--- src/rtl/nand_rd_pkg.sv ---
package nand_rd_pkg;

   typedef enum logic [2:0] {
      ST_OK     = 3'd0,
      ST_CORR   = 3'd1,
      ST_UNCORR = 3'd2,
      ST_TMO    = 3'd3,
      ST_BAD    = 3'd4,
      ST_RANGE  = 3'd5
   } rd_status_e;

   typedef enum logic [3:0] {
      S_IDLE, S_CHECK, S_LOAD, S_GAP, S_POLL, S_EVAL,
      S_RDHDR, S_RDDATA, S_OUT, S_DONE
   } rd_state_e;

   localparam logic [7:0] OP_PAGE_LOAD = 8'h13;
   localparam logic [7:0] OP_GET_REG   = 8'h0F;
   localparam logic [7:0] REG_STATUS   = 8'hC0;
   localparam logic [7:0] OP_CACHE_RD  = 8'h03;
   localparam logic [7:0] FILL_BYTE    = 8'h00;

endpackage

--- src/rtl/nand_spi_byte.sv ---
module nand_spi_byte #(
   parameter int W = 8
) (
   input  logic         clk,
   input  logic         rst_n,
   input  logic         start,
   input  logic [W-1:0] tx,
   output logic         busy,
   output logic         done,
   output logic [W-1:0] rx,
   output logic         sclk,
   output logic         mosi,
   input  logic         miso
);
   localparam int CW = $clog2(W);

   if (W < 2) begin : g_bad_w
      $error("nand_spi_byte: W must be at least 2");
   end

   logic [W-1:0]  sh_q;
   logic [CW-1:0] cnt_q;
   logic          ph_q, busy_q, done_q, sclk_q;

   always_ff @(posedge clk or negedge rst_n) begin
      if (!rst_n) begin
         sh_q   <= '0;
         cnt_q  <= '0;
         ph_q   <= 1'b0;
         busy_q <= 1'b0;
         done_q <= 1'b0;
         sclk_q <= 1'b0;
      end else begin
         done_q <= 1'b0;
         if (start && !busy_q) begin
            sh_q   <= tx;
            cnt_q  <= '0;
            ph_q   <= 1'b0;
            busy_q <= 1'b1;
            sclk_q <= 1'b0;
         end else if (busy_q) begin
            if (!ph_q) begin
               ph_q   <= 1'b1;
               sclk_q <= 1'b1;
            end else begin
               ph_q   <= 1'b0;
               sclk_q <= 1'b0;
               sh_q   <= {sh_q[W-2:0], miso};
               if (cnt_q == CW'(W-1)) begin
                  busy_q <= 1'b0;
                  done_q <= 1'b1;
               end else begin
                  cnt_q <= cnt_q + 1'b1;
               end
            end
         end
      end
   end

   assign busy = busy_q;
   assign done = done_q;
   assign rx   = sh_q;
   assign sclk = sclk_q;
   assign mosi = sh_q[W-1];

   // a byte is only launched on an idle shifter
   p_start_when_idle_r4: assert property (@(posedge clk) disable iff (!rst_n)
      start |-> !busy_q);
   // clock high only inside a transfer
   p_sclk_in_xfer_r4: assert property (@(posedge clk) disable iff (!rst_n)
      sclk_q |-> busy_q);

endmodule

--- src/rtl/nand_row_cache.sv ---
module nand_row_cache #(
   parameter int ROW_W = 16
) (
   input  logic             clk,
   input  logic             rst_n,
   input  logic             flush,
   input  logic             fill,
   input  logic [ROW_W-1:0] fill_row,
   input  logic [ROW_W-1:0] query_row,
   output logic             hit
);
   // one extra bit so that the all-ones marker never equals a real row
   logic [ROW_W:0] tag_q;

   always_ff @(posedge clk or negedge rst_n) begin
      if (!rst_n)     tag_q <= '1;
      else if (flush) tag_q <= '1;
      else if (fill)  tag_q <= {1'b0, fill_row};
   end

   assign hit = (tag_q == {1'b0, query_row});

   // after a flush no row is reported as cached
   p_flush_forgets_r6: assert property (@(posedge clk) disable iff (!rst_n)
      flush |=> !hit);
   // a fill makes that same row hit next cycle when queried
   p_fill_hits_r5: assert property (@(posedge clk) disable iff (!rst_n)
      (fill && !flush && fill_row == query_row) |=> ($stable(query_row) -> hit));

endmodule

--- src/rtl/nand_page_reader.sv ---
module nand_page_reader
   import nand_rd_pkg::*;
#(
   parameter int PAGE_BYTES    = 2048,
   parameter int PAGES_PER_BLK = 64,
   parameter int BLOCKS        = 1024,
   parameter int LEN_W         = 16,
   parameter int POLL_MAX      = 200,
   parameter bit CHECK_RANGE   = 1'b1,
   localparam int COL_W  = $clog2(PAGE_BYTES),
   localparam int ROW_W  = $clog2(PAGES_PER_BLK) + $clog2(BLOCKS),
   localparam int ADDR_W = ROW_W + COL_W
) (
   input  logic              clk,
   input  logic              rst_n,
   input  logic              req_valid,
   output logic              req_ready,
   input  logic [ADDR_W-1:0] req_addr,
   input  logic [LEN_W-1:0]  req_len,
   input  logic              req_bad,
   input  logic              flush,
   output logic [7:0]        out_data,
   output logic              out_valid,
   input  logic              out_ready,
   output logic              done,
   output logic [2:0]        status,
   output logic              spi_cs_n,
   output logic              spi_sclk,
   output logic              spi_mosi,
   input  logic              spi_miso
);
   localparam int POLL_W = $clog2(POLL_MAX + 1);
   localparam logic [POLL_W-1:0] POLL_LAST = POLL_W'(POLL_MAX - 1);

   if ((1 << COL_W) != PAGE_BYTES || COL_W > 16) begin : g_bad_page
      $error("nand_page_reader: PAGE_BYTES must be a power of two up to 65536");
   end
   if (ROW_W > 24 || (1 << ROW_W) != PAGES_PER_BLK * BLOCKS) begin : g_bad_row
      $error("nand_page_reader: row must be a power of two of at most 24 bits");
   end
   if (LEN_W > ADDR_W || POLL_MAX < 1) begin : g_bad_misc
      $error("nand_page_reader: LEN_W or POLL_MAX out of range");
   end

   rd_state_e          state;
   rd_status_e         status_q;
   logic               cs_n_q, bstart, bdone, bbusy, bad_q, corr_q, ov_q, hit, over;
   logic [7:0]         btx, brx, od_q;
   logic [1:0]         bidx;
   logic [ROW_W-1:0]   row_q;
   logic [COL_W-1:0]   col_q;
   logic [LEN_W-1:0]   rem_q;
   logic [POLL_W-1:0]  polls_q;
   logic [2:0]         st_q;      // {ecc[1:0], busy}
   logic               eval_ok, eval_kill;

   // ---------------- request range check (variant chosen by parameter)
   if (CHECK_RANGE) begin : g_range
      localparam logic [ADDR_W+1:0] DEV_END = (ADDR_W+2)'(1) << ADDR_W;
      logic [ADDR_W+1:0] end_pos;
      assign end_pos = (ADDR_W+2)'(req_addr) + (ADDR_W+2)'(req_len);
      assign over    = end_pos > DEV_END;
   end else begin : g_no_range
      assign over = 1'b0;
   end

   // ---------------- byte stream of each command
   function automatic logic [7:0] cmd_byte(rd_state_e s, logic [1:0] i,
                                           logic [23:0] r, logic [15:0] c);
      logic [7:0] b;
      b = FILL_BYTE;
      case (s)
         S_LOAD:  case (i)
                     2'd0: b = OP_PAGE_LOAD;
                     2'd1: b = r[23:16];
                     2'd2: b = r[15:8];
                     default: b = r[7:0];
                  endcase
         S_POLL:  case (i)
                     2'd0: b = OP_GET_REG;
                     2'd1: b = REG_STATUS;
                     default: b = FILL_BYTE;
                  endcase
         S_RDHDR: case (i)
                     2'd0: b = OP_CACHE_RD;
                     2'd1: b = c[15:8];
                     2'd2: b = c[7:0];
                     default: b = FILL_BYTE;
                  endcase
         default: b = FILL_BYTE;
      endcase
      return b;
   endfunction

   logic [23:0] row24;
   logic [15:0] col16;
   assign row24 = 24'(row_q);
   assign col16 = 16'(col_q);

   // ---------------- cache bookkeeping of the last loaded row
   assign eval_ok   = (state == S_EVAL) && !st_q[0] && (st_q[2:1] != 2'd2);
   assign eval_kill = (state == S_EVAL) &&
                      ((st_q[0] && polls_q == POLL_LAST) || (!st_q[0] && st_q[2:1] == 2'd2));

   nand_row_cache #(.ROW_W(ROW_W)) u_cache (
      .clk       (clk),
      .rst_n     (rst_n),
      .flush     (flush || eval_kill),
      .fill      (eval_ok),
      .fill_row  (row_q),
      .query_row (row_q),
      .hit       (hit)
   );

   nand_spi_byte #(.W(8)) u_shift (
      .clk   (clk),
      .rst_n (rst_n),
      .start (bstart),
      .tx    (btx),
      .busy  (bbusy),
      .done  (bdone),
      .rx    (brx),
      .sclk  (spi_sclk),
      .mosi  (spi_mosi),
      .miso  (spi_miso)
   );

   // ---------------- sequencer
   always_ff @(posedge clk or negedge rst_n) begin
      if (!rst_n) begin
         state    <= S_IDLE;
         status_q <= ST_OK;
         cs_n_q   <= 1'b1;
         bstart   <= 1'b0;
         btx      <= '0;
         bidx     <= '0;
         row_q    <= '0;
         col_q    <= '0;
         rem_q    <= '0;
         bad_q    <= 1'b0;
         corr_q   <= 1'b0;
         polls_q  <= '0;
         st_q     <= '0;
         od_q     <= '0;
         ov_q     <= 1'b0;
      end else begin
         bstart <= 1'b0;
         unique case (state)
            S_IDLE: if (req_valid) begin
               row_q  <= req_addr[ADDR_W-1:COL_W];
               col_q  <= req_addr[COL_W-1:0];
               rem_q  <= req_len;
               bad_q  <= req_bad;
               corr_q <= 1'b0;
               if (over) begin
                  status_q <= ST_RANGE;
                  state    <= S_DONE;
               end else if (req_len == '0) begin
                  status_q <= ST_OK;
                  state    <= S_DONE;
               end else begin
                  state <= S_CHECK;
               end
            end
            S_CHECK: if (hit) begin
               cs_n_q <= 1'b0; bidx <= '0; bstart <= 1'b1;
               btx    <= cmd_byte(S_RDHDR, 2'd0, row24, col16);
               state  <= S_RDHDR;
            end else if (bad_q) begin
               status_q <= ST_BAD;
               state    <= S_DONE;
            end else begin
               cs_n_q <= 1'b0; bidx <= '0; bstart <= 1'b1;
               btx    <= cmd_byte(S_LOAD, 2'd0, row24, col16);
               state  <= S_LOAD;
            end
            S_LOAD: if (bdone) begin
               if (bidx == 2'd3) begin
                  cs_n_q  <= 1'b1;
                  polls_q <= '0;
                  state   <= S_GAP;
               end else begin
                  bidx   <= bidx + 1'b1;
                  bstart <= 1'b1;
                  btx    <= cmd_byte(S_LOAD, 2'(bidx + 1'b1), row24, col16);
               end
            end
            S_GAP: begin
               cs_n_q <= 1'b0; bidx <= '0; bstart <= 1'b1;
               btx    <= cmd_byte(S_POLL, 2'd0, row24, col16);
               state  <= S_POLL;
            end
            S_POLL: if (bdone) begin
               if (bidx == 2'd2) begin
                  st_q   <= {brx[5:4], brx[0]};
                  cs_n_q <= 1'b1;
                  state  <= S_EVAL;
               end else begin
                  bidx   <= bidx + 1'b1;
                  bstart <= 1'b1;
                  btx    <= cmd_byte(S_POLL, 2'(bidx + 1'b1), row24, col16);
               end
            end
            S_EVAL: if (st_q[0]) begin
               if (polls_q == POLL_LAST) begin
                  status_q <= ST_TMO;
                  state    <= S_DONE;
               end else begin
                  polls_q <= polls_q + 1'b1;
                  cs_n_q  <= 1'b0; bidx <= '0; bstart <= 1'b1;
                  btx     <= cmd_byte(S_POLL, 2'd0, row24, col16);
                  state   <= S_POLL;
               end
            end else if (st_q[2:1] == 2'd2) begin
               status_q <= ST_UNCORR;
               state    <= S_DONE;
            end else begin
               corr_q <= corr_q | (st_q[2:1] == 2'd1);
               cs_n_q <= 1'b0; bidx <= '0; bstart <= 1'b1;
               btx    <= cmd_byte(S_RDHDR, 2'd0, row24, col16);
               state  <= S_RDHDR;
            end
            S_RDHDR: if (bdone) begin
               bstart <= 1'b1;
               if (bidx == 2'd3) begin
                  btx   <= FILL_BYTE;
                  state <= S_RDDATA;
               end else begin
                  bidx <= bidx + 1'b1;
                  btx  <= cmd_byte(S_RDHDR, 2'(bidx + 1'b1), row24, col16);
               end
            end
            S_RDDATA: if (bdone) begin
               od_q  <= brx;
               ov_q  <= 1'b1;
               state <= S_OUT;
            end
            S_OUT: if (out_ready) begin
               ov_q  <= 1'b0;
               rem_q <= rem_q - 1'b1;
               col_q <= col_q + 1'b1;
               if (rem_q == LEN_W'(1)) begin
                  cs_n_q   <= 1'b1;
                  status_q <= corr_q ? ST_CORR : ST_OK;
                  state    <= S_DONE;
               end else if (col_q == '1) begin
                  cs_n_q <= 1'b1;
                  row_q  <= row_q + 1'b1;
                  state  <= S_CHECK;
               end else begin
                  bstart <= 1'b1;
                  btx    <= FILL_BYTE;
                  state  <= S_RDDATA;
               end
            end
            S_DONE:  state <= S_IDLE;
            default: state <= S_IDLE;
         endcase
      end
   end

   assign req_ready = (state == S_IDLE);
   assign done      = (state == S_DONE);
   assign status    = status_q;
   assign out_data  = od_q;
   assign out_valid = ov_q;
   assign spi_cs_n  = cs_n_q;

   // serial clock only toggles with the device selected
   p_sclk_needs_cs_r4: assert property (@(posedge clk) disable iff (!rst_n)
      spi_sclk |-> !spi_cs_n);
   // bus is quiet whenever a new request may be taken
   p_idle_bus_quiet_r11: assert property (@(posedge clk) disable iff (!rst_n)
      req_ready |-> spi_cs_n);
   // a stalled byte is held
   p_out_hold_r11: assert property (@(posedge clk) disable iff (!rst_n)
      (out_valid && !out_ready) |=> (out_valid && $stable(out_data)));
   // completion never overlaps a pending byte
   p_done_no_data_r11: assert property (@(posedge clk) disable iff (!rst_n)
      done |-> !out_valid);
   // the poll counter never passes its limit
   p_poll_bound_r2: assert property (@(posedge clk) disable iff (!rst_n)
      polls_q <= POLL_LAST);
   // the sequencer never launches into a running shifter
   p_launch_idle_r4: assert property (@(posedge clk) disable iff (!rst_n)
      bstart |-> !bbusy);

endmodule

--- config.mk ---
export PLATFORM = sky130hd
export DESIGN_NAME = nand_page_reader
export DESIGN_NICKNAME = d
export VERILOG_FILES = /design/src/rtl/nand_rd_pkg.sv /design/src/rtl/nand_spi_byte.sv /design/src/rtl/nand_row_cache.sv /design/src/rtl/nand_page_reader.sv
export SDC_FILE = /design/constraint.sdc
export NUM_CORES = 1
export LEC_CHECK = 0
export CORE_MARGIN = 2
export CORE_UTILIZATION = 47
export DETAILED_ROUTE_END_ITERATION = 8
export PLACE_DENSITY = 0.67
export REMOVE_ABC_BUFFERS = 1
export SETUP_SLACK_MARGIN = 0.02
export SKIP_LAST_GASP = 1
export SLEW_MARGIN = 20
export SYNTH_ARGS = -nofsm -noshare
export SYNTH_HDL_FRONTEND = slang
export SYNTH_HIERARCHICAL = 1
export SYNTH_SLANG_ARGS = --single-unit
export TNS_END_PERCENT = 50
--- constraint.sdc ---
create_clock -name clk -period 3.4 [get_ports clk]
set_clock_uncertainty 0.15 [all_clocks]
set_input_delay 0.68 -clock clk [delete_from_list [all_inputs] [get_ports clk]]
set_output_delay 0.68 -clock clk [all_outputs]
set_load 0.05 [all_outputs]
### After elaboration in Yosys (flattened, before gate mapping)

Index checks and enable logic that the tools add are counted.

* add/sub/neg operators: 7
* multipliers: 0
* div/mod/pow operators: 0
* magnitude comparators: 1
* equality and inequality tests: 52
* shift operators: 0
* muxes and demuxes: 129
* bitwise logic cells: 1
* reduce and logical (&&, ||, !) cells: 40

Operators with widths (count)
* two-way mux 8 bit: 21
* two-way mux 16 bit: 6
* two-way mux 4 bit: 17
* one-hot mux 16 bit (2 select lines): 2
* one-hot mux 8 bit (7 select lines): 1
* one-hot mux 8 bit (3 select lines): 2
* two-way mux 3 bit: 15
* two-way mux 1 bit: 42
* != test 2 bit (second input constant): 19
* one-hot mux 4 bit (9 select lines): 1
* two-way mux 17 bit: 2
* one-hot mux 8 bit (2 select lines): 2
* adder 27 x 16 -> 28 bit: 1
* > comparator 28 bit (second input constant): 1
* two-way mux 11 bit: 2
* one-hot mux 11 bit (2 select lines): 1
* two-way mux 2 bit: 9
* AND reduction 9 bit: 2
* equality test 17 x 16 -> 1 bit: 1
* adder 16 x 1 -> 16 bit (second input constant): 1
* equality test 16 x 1 -> 1 bit (second input constant): 1
* equality test 4 x 3 -> 1 bit (second input constant): 4
* logical NOT 16 bit: 1
* subtractor 16 x 1 -> 16 bit (second input constant): 1
* other kinds (40): 75

* register bits: 115
* latch bits: 0
* RAM bits: 0
* bits in read-only memories: 0
* bits of input ports: 50
* output and inout bits: 17
* memories kept: 0

### Logic depth before layout (Yosys ltp)

Gate-level depths: netlist of the first run.

* depth after elaboration: 6
* depth in mapped cells: 12

### Cells and area by module

The synthesis of the first run kept the hierarchy.

Modules (own cells, without submodules)
* nand_page_reader: instances 1, cells an instance 854, area each 6577.6 um^2, sequential area each 2103.3 um^2
* nand_row_cache: instances 1, cells an instance 77, area each 914.6 um^2, sequential area each 446.7 um^2
* nand_spi_byte: instances 1, cells an instance 70, area each 694.4 um^2, sequential area each 350.3 um^2

### Worst setup path before layout of the first run

Ideal clock, no wire load.

* path type: input to register
* from: input port req_addr[0]
* to: register status_q[0] (netlist: status[0])
* data arrival time: 3.302 ns
* slack: -0.140 ns
* stages on the path: 12
* path through: ha_1 -> inv_1 -> fa_1 -> nor2b_1 -> o22ai_1 -> o31a_1 -> o31a_1 -> xnor2_1 -> o2111ai_1 -> or4_4 -> and3_4 -> a41oi_1

* cells in the longest elaborated chain, start to end: 5
* elaborated cells between the ends (all ways): 7
* those cells by class: 1 x add/sub; 1 x order compare; 1 x eq/ne; 3 x mux; 1 x reduce/logical

RTL lines
* from (decl): RTL line nand_page_reader.sv:18 `input logic [ADDR_W-1:0] req_addr,`
* adder 27 x 16 -> 28 bit (*): RTL line nand_page_reader.sv:61 `assign end_pos = (ADDR_W+2)'(req_addr) + (ADDR_W+2)'(req_len);`
* > comparator 28 bit (*): RTL line nand_page_reader.sv:62 `assign over = end_pos > DEV_END;`
* two-way mux 3 bit: RTL line nand_page_reader.sv:155 `if (over) begin`
* two-way mux 3 bit: RTL line nand_page_reader.sv:149 `S_IDLE: if (req_valid) begin`
* one-hot mux 3 bit (4 select lines): RTL line nand_page_reader.sv:148 `unique case (state)`
* to (signal assigned): RTL line nand_page_reader.sv:244 `status_q <= corr_q ? ST_CORR : ST_OK;`
* to (decl): RTL line nand_page_reader.sv:46 `rd_status_e status_q;`

Mark *: on every way between the ends. The rest lies on a longest branch, timed or not. The select of a mux whose other input is x is not followed.
A chain may end at the register's enable or synchronous reset.

### Worst setup path in the final report of the first run

* from: input port req_len[4]
* to: register status_q[0] (netlist: status[0])

* cells in the longest elaborated chain, start to end: 5
* elaborated cells between the ends (all ways): 8
* those cells by class: 1 x add/sub; 1 x order compare; 1 x eq/ne; 3 x mux; 2 x reduce/logical

RTL lines
* from (decl): RTL line nand_page_reader.sv:19 `input logic [LEN_W-1:0] req_len,`
* adder 27 x 16 -> 28 bit: RTL line nand_page_reader.sv:61
* > comparator 28 bit: RTL line nand_page_reader.sv:62
* two-way mux 3 bit: RTL line nand_page_reader.sv:155
* two-way mux 3 bit: RTL line nand_page_reader.sv:149
* one-hot mux 3 bit (4 select lines): RTL line nand_page_reader.sv:148

Several ways; a longest one is shown, not always the timed one. The select of a mux whose other input is x is not followed.

==> results of run 1 <==
-- cell type report --
type | instances | area, sq um
fill | 1497 | 6350
multi-input combinational | 801 | 5270
sequential | 115 | 2900
timing repair buffer | 210 | 1690
clock buffer | 19 | 443
tap | 225 | 282
clock inverter | 11 | 138
inverter | 26 | 97.6
-- placed cells by master, fill, tap and decap left out, types with 11 or more instances in the layout --
master           Yosys  layout
a21oi_1            108     103
ha_1                28      12
dfstp_2             18      18
inv_1               25      24
xor2_1              20      20
o22ai_1             25      25
nand2_1             99      98
clkdlybuf4s50_1      0      27
nand4_1             21      21
o21ai_0             74      73
dlygate4sd2_1        0      18
a31oi_1             11      11
nor4_1              21      19
a211o_1             19      19
and2_1              11      11
clkbuf_16            0      17
nand3_1             34      34
dfrtp_1             97      97
buf_4                5     144
ha_4                 0      16
nor2_1              94      92
nand2b_1            13      13
mux2_2              14      14
nor3_1              29      26
-- worst register-to-register path, cell delays in order (launching register included) --
cell and delay, ns:
dfrtp_1 0.46, xor2_1 0.20, nor4_1 0.33, nand4_1 0.20
nor3_2 0.27, nand2b_1 0.20, a21oi_1 0.07, nand2_1 0.11
a31oi_1 0.08, nand3_1 0.45, nor2_1 0.09, a21oi_1 0.14
-- kinds of logic after synthesis --
logic type	count (synthesis)	share of synthesized area, %
buffers and inverters	85	4.68
adders and majority gates	29	4.52
and+or+nand+nor	388	23.4
DFF	115	35.4
AOI/OAI and AO/OA	337	26.3
xor gates and xnor gates	23	2.46
muxes	24	3.15
-- registers in the layout (all words and copies together), names as in the netlist --
register	cells
corr_q	1
u_shift/rx	8
polls_q	8
u_cache/tag_q	17
col_q	11
st_q	3
state	4
u_shift/cnt_q	3
out_valid	1
btx	8
u_shift/sclk	1
u_shift/busy	1
bstart	1
rem_q	16
out_data	8
spi_cs_n	1
bad_q	1
u_shift/done	1
row_q	16
bidx	2
status	3
-- stage by stage --
stage                     setup WS [ns]  power, mW  instance area [sq um]
final                            0.0537       3.77                  10800
after CTS                        0.0216       3.75                  10700
after floorplan                  -0.140       1.62                   7900
after global routing             0.0176       3.89                  10800
after global placement           -0.824       1.93                   9880
after detailed placement         -0.881       1.93                   9880
-- what timing repair did --
action	4_1_cts	5_1_grt
setup endpoints to repair	4	4
pin swaps	25	26
buffers inserted	7	2
gates resized for setup	71	45
-- power groups by stage --
stage | sequential (mW) | clock [mW] | combinational [mW]
after detailed placement | 1.40 | 0 | 0.525
after global placement | 1.40 | 0 | 0.525
after CTS | 1.38 | 1.80 | 0.566
after global routing | 1.38 | 1.87 | 0.644
after floorplan | 1.40 | 0 | 0.217
final | 1.38 | 1.79 | 0.600
-- worst paths after layout --
path                          endpoint        start  slack, ns
setup / recovery             status[0]   req_len[4]       0.05
setup reg to reg                btx[6]    row_q[11]       0.56
min in group clk           out_data[0]  out_data[0]       0.36
hold / removal              polls_q[0]        rst_n       0.11
max in group asynchronous     col_q[2]        rst_n       2.20
hold reg to reg            out_data[0]  out_data[0]       0.36
-- metal layers --
metal | up-vias | routed length [um] | track usage, %
li1 | 4060 | - | -
met1 | 3982 | 11800 | 40.5
met2 | 338 | 12200 | 44.5
met3 | 54 | 1510 | 4.03
met4 | 0 | 891 | 12.2
met5 | - | 0 | 0
==> summary.md, run 1 <==
| Metric | Value |
|---|---|
| Status | finished clean |
| Worst endpoint required time | 3.58 ns |
| Pwr dens | 348 nW/um^2 |
| Final Core Density | a little over three fifths |
| Die area | about 18,000 sq um |
| Root Driver | clkbuf_16 |
| Bufs and invs on worst path | 1 |
| Endpoints failing setup | 0 |
| RePlAce Congestion | 0.959 |
| Rows | between 40 and 50 |
| Class of the worst hold path | input port to async pin |
| Fmax | 299 MHz |
| Layout cells sized above 1 | 24.5% |
| Initial drt markers | 854 |
| PortBufs | 66 |
| Core area | 17,200 sq um |
| Crit path launch type | input port |
| Final Max Tran Viols | 0 |
| GRT Total Usage | approximately 29% |
| Top Ports | 67 |
| Most numerous cell in the Yosys netlist | a21oi_1 |
| Final period util | between 90% and 100% |
| Routed wire length | roughly 26,000 um |
| Synthesized cell area | 8190 sq um |
| Reported leakage power | between 4 and 5 nW |
| Post-DP HPWL | roughly 20,000 um |
| Post-synth top area share | 29.7% |
| Crit Path Class | input port to register |
| Avg Vias per Cell | about 6.0 |
| Ys Warns | 6 |
| Net Sw Frac | 24.9% |
| Final Hold Fails | 0 |
| Die H | 136 um |
| Vias in the first global route | slightly below 8,000 |
| Synth Flop Type | dfrtp_1 |
| CTS tree | yes |
| Syn Area/Cell | 8.18 sq um |
| Flop pwr share | 36.6% |
| Initial antenna violation count | 0 |
| Cell family with most CP delay | simple AND/OR/NAND/NOR gates |
| Hold Slack | 0.109 ns |
| # DRC | 0 |
| Path length in cells of the critical path | 11 |
| Max Cap Violations | 0 |
| Largest net degree at the start of global routing | 57 |
| Slew @ Worst Pin | 0.599 ns |
| Yosys top cell by area | dfrtp_1 |
| Routed wire length per instance | 18.8 um |
| Clk pwr share | between 40% and 50% |
| Post-synthesis sequential area ratio | between 30% and 40% |
| Combinational Power Share | 15.9% |
| DRT Pass-1 Iters | 7 |
| CP max-delay cell | or4_4 |
| Crit path DAT | 3.52 ns |
| Int Pwr | 2.83 mW |
| Longest Clk Path Bufs | 2 |
| Initial core utilization | about 48% |
| Placed cell count | 1,368 |
| Via Count | 8,434 |
| Synth top cells by count | 108 x a21oi_1, 99 x nand2_1, 97 x dfrtp_1 |
| Clock transition at path regs | approximately 0.05 ns |
| Switching power | 0.937 mW |
| Critical Path Max Stage Delay | 0.56 ns |
| CP Cell Sequence | dlygate4sd2_1, ha_4, a21o_2, a21oi_4, a211oi_2, or3_4, a2111oi_4, nand3_1, or4_4, and3_4, a41oi_2 |
| Ys async rst share | 100% |
| Non-filler cells, final | 1,407 |
| Die width | ~140 um |
| Routed Antenna Nets | 0 |
| CTS sink count | 115 |
| Synthesis-stage register bit count | 115 |
| Inserted Clock Buffers | 17 |
| Yosys cell types | 80 |
| FF-to-FF path depth | 11 |
| Slew margin rel. | 60.1% |
| Layout area overhead | 32.2% |
| Post-Syn Instances | approximately 1,000 |
| RSZ-0062 raised after global routing | no |
| Total gr overflow | 0 |
| Crit end category | register |
| Number of synthesized flops with an enable pin | 0 |
| Top cells by area, synth | dfrtp_1 30%, a21oi_1 6.6%, dfstp_2 5.8%, nand2_1 4.5%, o21ai_0 4.5% |
| H-tree lvl count | 4 |
| Final setup TNS | 0 ns |
| Nets | 1,250 |
| CP max FO | 4 |
| Global-route wire length before repair | 41,200 um |
| Antenna diodes | 0 |
| Post-CTS Hold Fix Bufs | 0 |
| Tmin final | ~3.3 ns |
| Worst skew pair latency | between 0.4 and 0.5 ns |
| Worst IR Drop VDD | ~0.33 mV |
Power figures use the tool's default switching activity.
==> inputs of run 2 (changes only) <==
--- a/config.mk
+++ b/config.mk
@@ -7,6 +7,7 @@
 export LEC_CHECK = 0
 export CORE_MARGIN = 2
 export CORE_UTILIZATION = 47
+export CTS_CLUSTER_SIZE = 20
 export DETAILED_ROUTE_END_ITERATION = 8
 export PLACE_DENSITY = 0.67
 export REMOVE_ABC_BUFFERS = 1
==> results of run 2 <==
No change in the layout: final DEF, timing and power equal those of run 1.
==> inputs of run 3 (changes only) <==
--- a/config.mk
+++ b/config.mk
@@ -9,9 +9,9 @@
 export CORE_UTILIZATION = 47
 export CTS_CLUSTER_SIZE = 20
 export DETAILED_ROUTE_END_ITERATION = 8
-export PLACE_DENSITY = 0.67
+export DONT_BUFFER_PORTS = 1
 export REMOVE_ABC_BUFFERS = 1
-export SETUP_SLACK_MARGIN = 0.02
+export SETUP_SLACK_MARGIN = 0.05
 export SKIP_LAST_GASP = 1
 export SLEW_MARGIN = 20
 export SYNTH_ARGS = -nofsm -noshare
==> run 3 against run 2 <==
Effect of this change: the flow now finishes with violations (hold timing); critical path depth down 1; global-route usage down 0.28 points; cell area down 13%; hold slack worse by 0.31 ns; utilization down 8.1 points; register-to-register slack worse by 0.19 ns; worst setup slack better by 0.12 ns; first-iteration DRC count down 21%; sequential share of layout area up 3.9 points; count of clock-buffer cells in the layout unchanged; sequential power about the same; combinational power down 37%; highest routed layer unchanged.
==> summary.md, run 3 (synthesis gave the netlist of run 1 again) <==
| Metric | Value |
|---|---|
| Fill cells | 1,632 |
| Routed wire length | 25,700 um |
| Clock transition at path regs | 0.06 ns |
| CP max FO | 4 |
| Via Count | 7,871 |
| Crit end category | register |
| Regs by FF count | u_cache/tag_q x17, rem_q x16, row_q x16 |
| DRT Pass-1 Iters | 5 |
| Reported leakage power | 3.91 nW |
| Die area | roughly 18,000 sq um |
| Crit path DAT | 3.41 ns |
| CTS sink count | 115 |
| Routed wire length per instance | between 20 and 25 um |
| Combinational Power Share | 10.4% |
| Final setup TNS | 0 ns |
| CP max-delay cell | or4_4 |
| Final Hold Fails | around 120 |
| Final period util | 94.9% |
| Initial antenna violation count | 0 |
| Pwr dens | 380 nW/um^2 |
| Avg Vias per Cell | 6.16 |
| Most frequent cells in the layout | 107 x a21oi_1, 98 x nand2_1, 97 x dfrtp_1 |
| H-tree lvl count | 4 |
| Crit path launch type | input port |
| Int Pwr | 2.68 mW |
| Clk pwr share | 51.1% |
| Max Cap Violations | 0 |
| Max reg flops | 17 |
| Total gr overflow | 0 |
| Longest Clk Path Bufs | 2 |
| Inserted Clock Buffers | 17 |
| Fmax | 310 MHz |
| Status | complete, but fails checks |
| Failing checks | hold timing |
| Critical Path Max Stage Delay | between 0.5 and 0.6 ns |
| Tmin final | between 3 and 4 ns |
| Slew @ Worst Pin | 0.801 ns |
| Crit Path Class | input port to register |
| Rows | 48 |
| Pwr Total | 3.59 mW |
| Worst skew pair latency | 0.42 ns |
| Post-DP HPWL | 18,900 um |
| # DRC | 0 |
| Flop pwr share | a little under two fifths |
| RePlAce Congestion | approximately 0.96 |
| Final Max Tran Viols | 0 |
| RSZ-0062 raised after global routing | no |
| Worst endpoint required time | around 3.6 ns |
| PortBufs | 0 |
| Routed Antenna Nets | 0 |
| Nets | 1,118 |
| Die width | 136 um |
| Endpoints failing setup | 0 |
| Net Sw Frac | roughly a quarter |
| Root Driver | clkbuf_16 |
| Initial drt markers | 672 |
| Switching power | 0.903 mW |
| GRT Total Usage | 28.5% |
| Class of the worst hold path | input port to async pin |
| Hold Slack | -0.202 ns |
| Global-route wire length before repair | 41,000 um |
| Worst IR Drop VDD | 0.346 mV |
| Core area | around 17,000 sq um |
| Most common cell after layout, fill and taps aside | a21oi_1 |
| Layout cells sized above 1 | 17.5% |
| Most flops, register | u_cache/tag_q |
| Vias in the first global route | 7,412 |
| Top Ports | 67 |
| Antenna diodes | 0 |
| CP Cell Sequence | ha_1, a211o_1, a21oi_4, a2111oi_0, a211oi_1, mux2i_1, o2111ai_2, or4_4, and3_4, a41oi_1 |
| Initial core utilization | 47.7% |
| CTS tree | yes |
| Layout area overhead | 15.3% |
| Largest net degree at the start of global routing | between 100 and 150 |
| Die H | about 140 um |
| Slew margin rel. | 46.6% |
[run 3: cell count changes in the layout (fill, tap and decap cells not counted), sizes merged, moves of 3 or more]
cell / delta
clkbuf: -8
dlygate4sd2: -18
inv: +5
clkinv: -3
dlymetal6s2s: -7
buf: -71
clkdlybuf4s50: -27
[run 3: metrics by stage]
| step | worst slack (ns) | util [%] | instance area, sq um | instances |
|---|---|---|---|---|
| 4_1_cts | 0.122 | 54.6 | 9370 | 1275 |
| 6_report | 0.174 | 54.9 | 9440 | 1277 |
| 3_3_place_gp | -0.317 | 51.1 | 8770 | 1243 |
| 5_1_grt | 0.0379 | 54.9 | 9440 | 1277 |
| 3_5_place_dp | -0.316 | 51.1 | 8770 | 1243 |
| 2_1_floorplan | -0.140 | - | 7900 | 942 |
[run 3: cell type report]
cell class / instances / area [sq um] / area share (%)
multi-input combinational: 801 / 4970 / 52.7
sequential: 115 / 2900 / 30.7
timing repair buffer: 78 / 586 / 6.20
clock buffer: 19 / 453 / 4.80
tap: 225 / 282 / 2.98
clock inverter: 13 / 148 / 1.56
inverter: 26 / 97.6 / 1.03
[run 3: layer usage]
layer	track usage, %	vias up	wire, um
li1	-	3795	-
met1	40.2	3741	11700
met2	43.1	290	11600
met3	6.49	45	1730
met4	9.95	0	663
met5	0	-	0
[run 3: repair_timing]
item,CTS,global route
setup buffers,0,2
gates resized for setup,0,9
endpoints found under the setup margin,0,4
hold endpoints to repair,115,115
[run 3: critical path, delay by kind of cell]
family | cells | cell delay (ns)
AO/OA/AOI/OAI | 6 | 1.38
adder cells (fa/ha/maj) | 1 | 0.27
multiplexers | 1 | 0.32
AND/OR/NAND/NOR | 2 | 0.76
[run 3: path summary, 6_finish.rpt]
check                                 start  cells past startpoint          to  slack (ns)
worst max-delay path            req_addr[1]                     10   status[0]        0.17
worst min-delay path                  rst_n                      0  polls_q[5]       -0.20
worst min register to register   polls_q[0]                      1  polls_q[0]        0.35
min in group clk                  req_valid                      1      corr_q        0.19
worst max register to register     row_q[7]                     11      btx[6]        0.37
max in group asynchronous             rst_n                      0    spi_cs_n        3.10
[run 3: power by group through the flow]
| stage | clock [mW] | sequential (mW) | combinational [mW] |
|---|---|---|---|
| after global placement | 0 | 1.40 | 0.355 |
| after CTS | 1.86 | 1.38 | 0.355 |
| after floorplan | 0 | 1.40 | 0.217 |
| after detailed placement | 0 | 1.40 | 0.353 |
| after global routing | 1.93 | 1.38 | 0.408 |
| final | 1.84 | 1.38 | 0.375 |
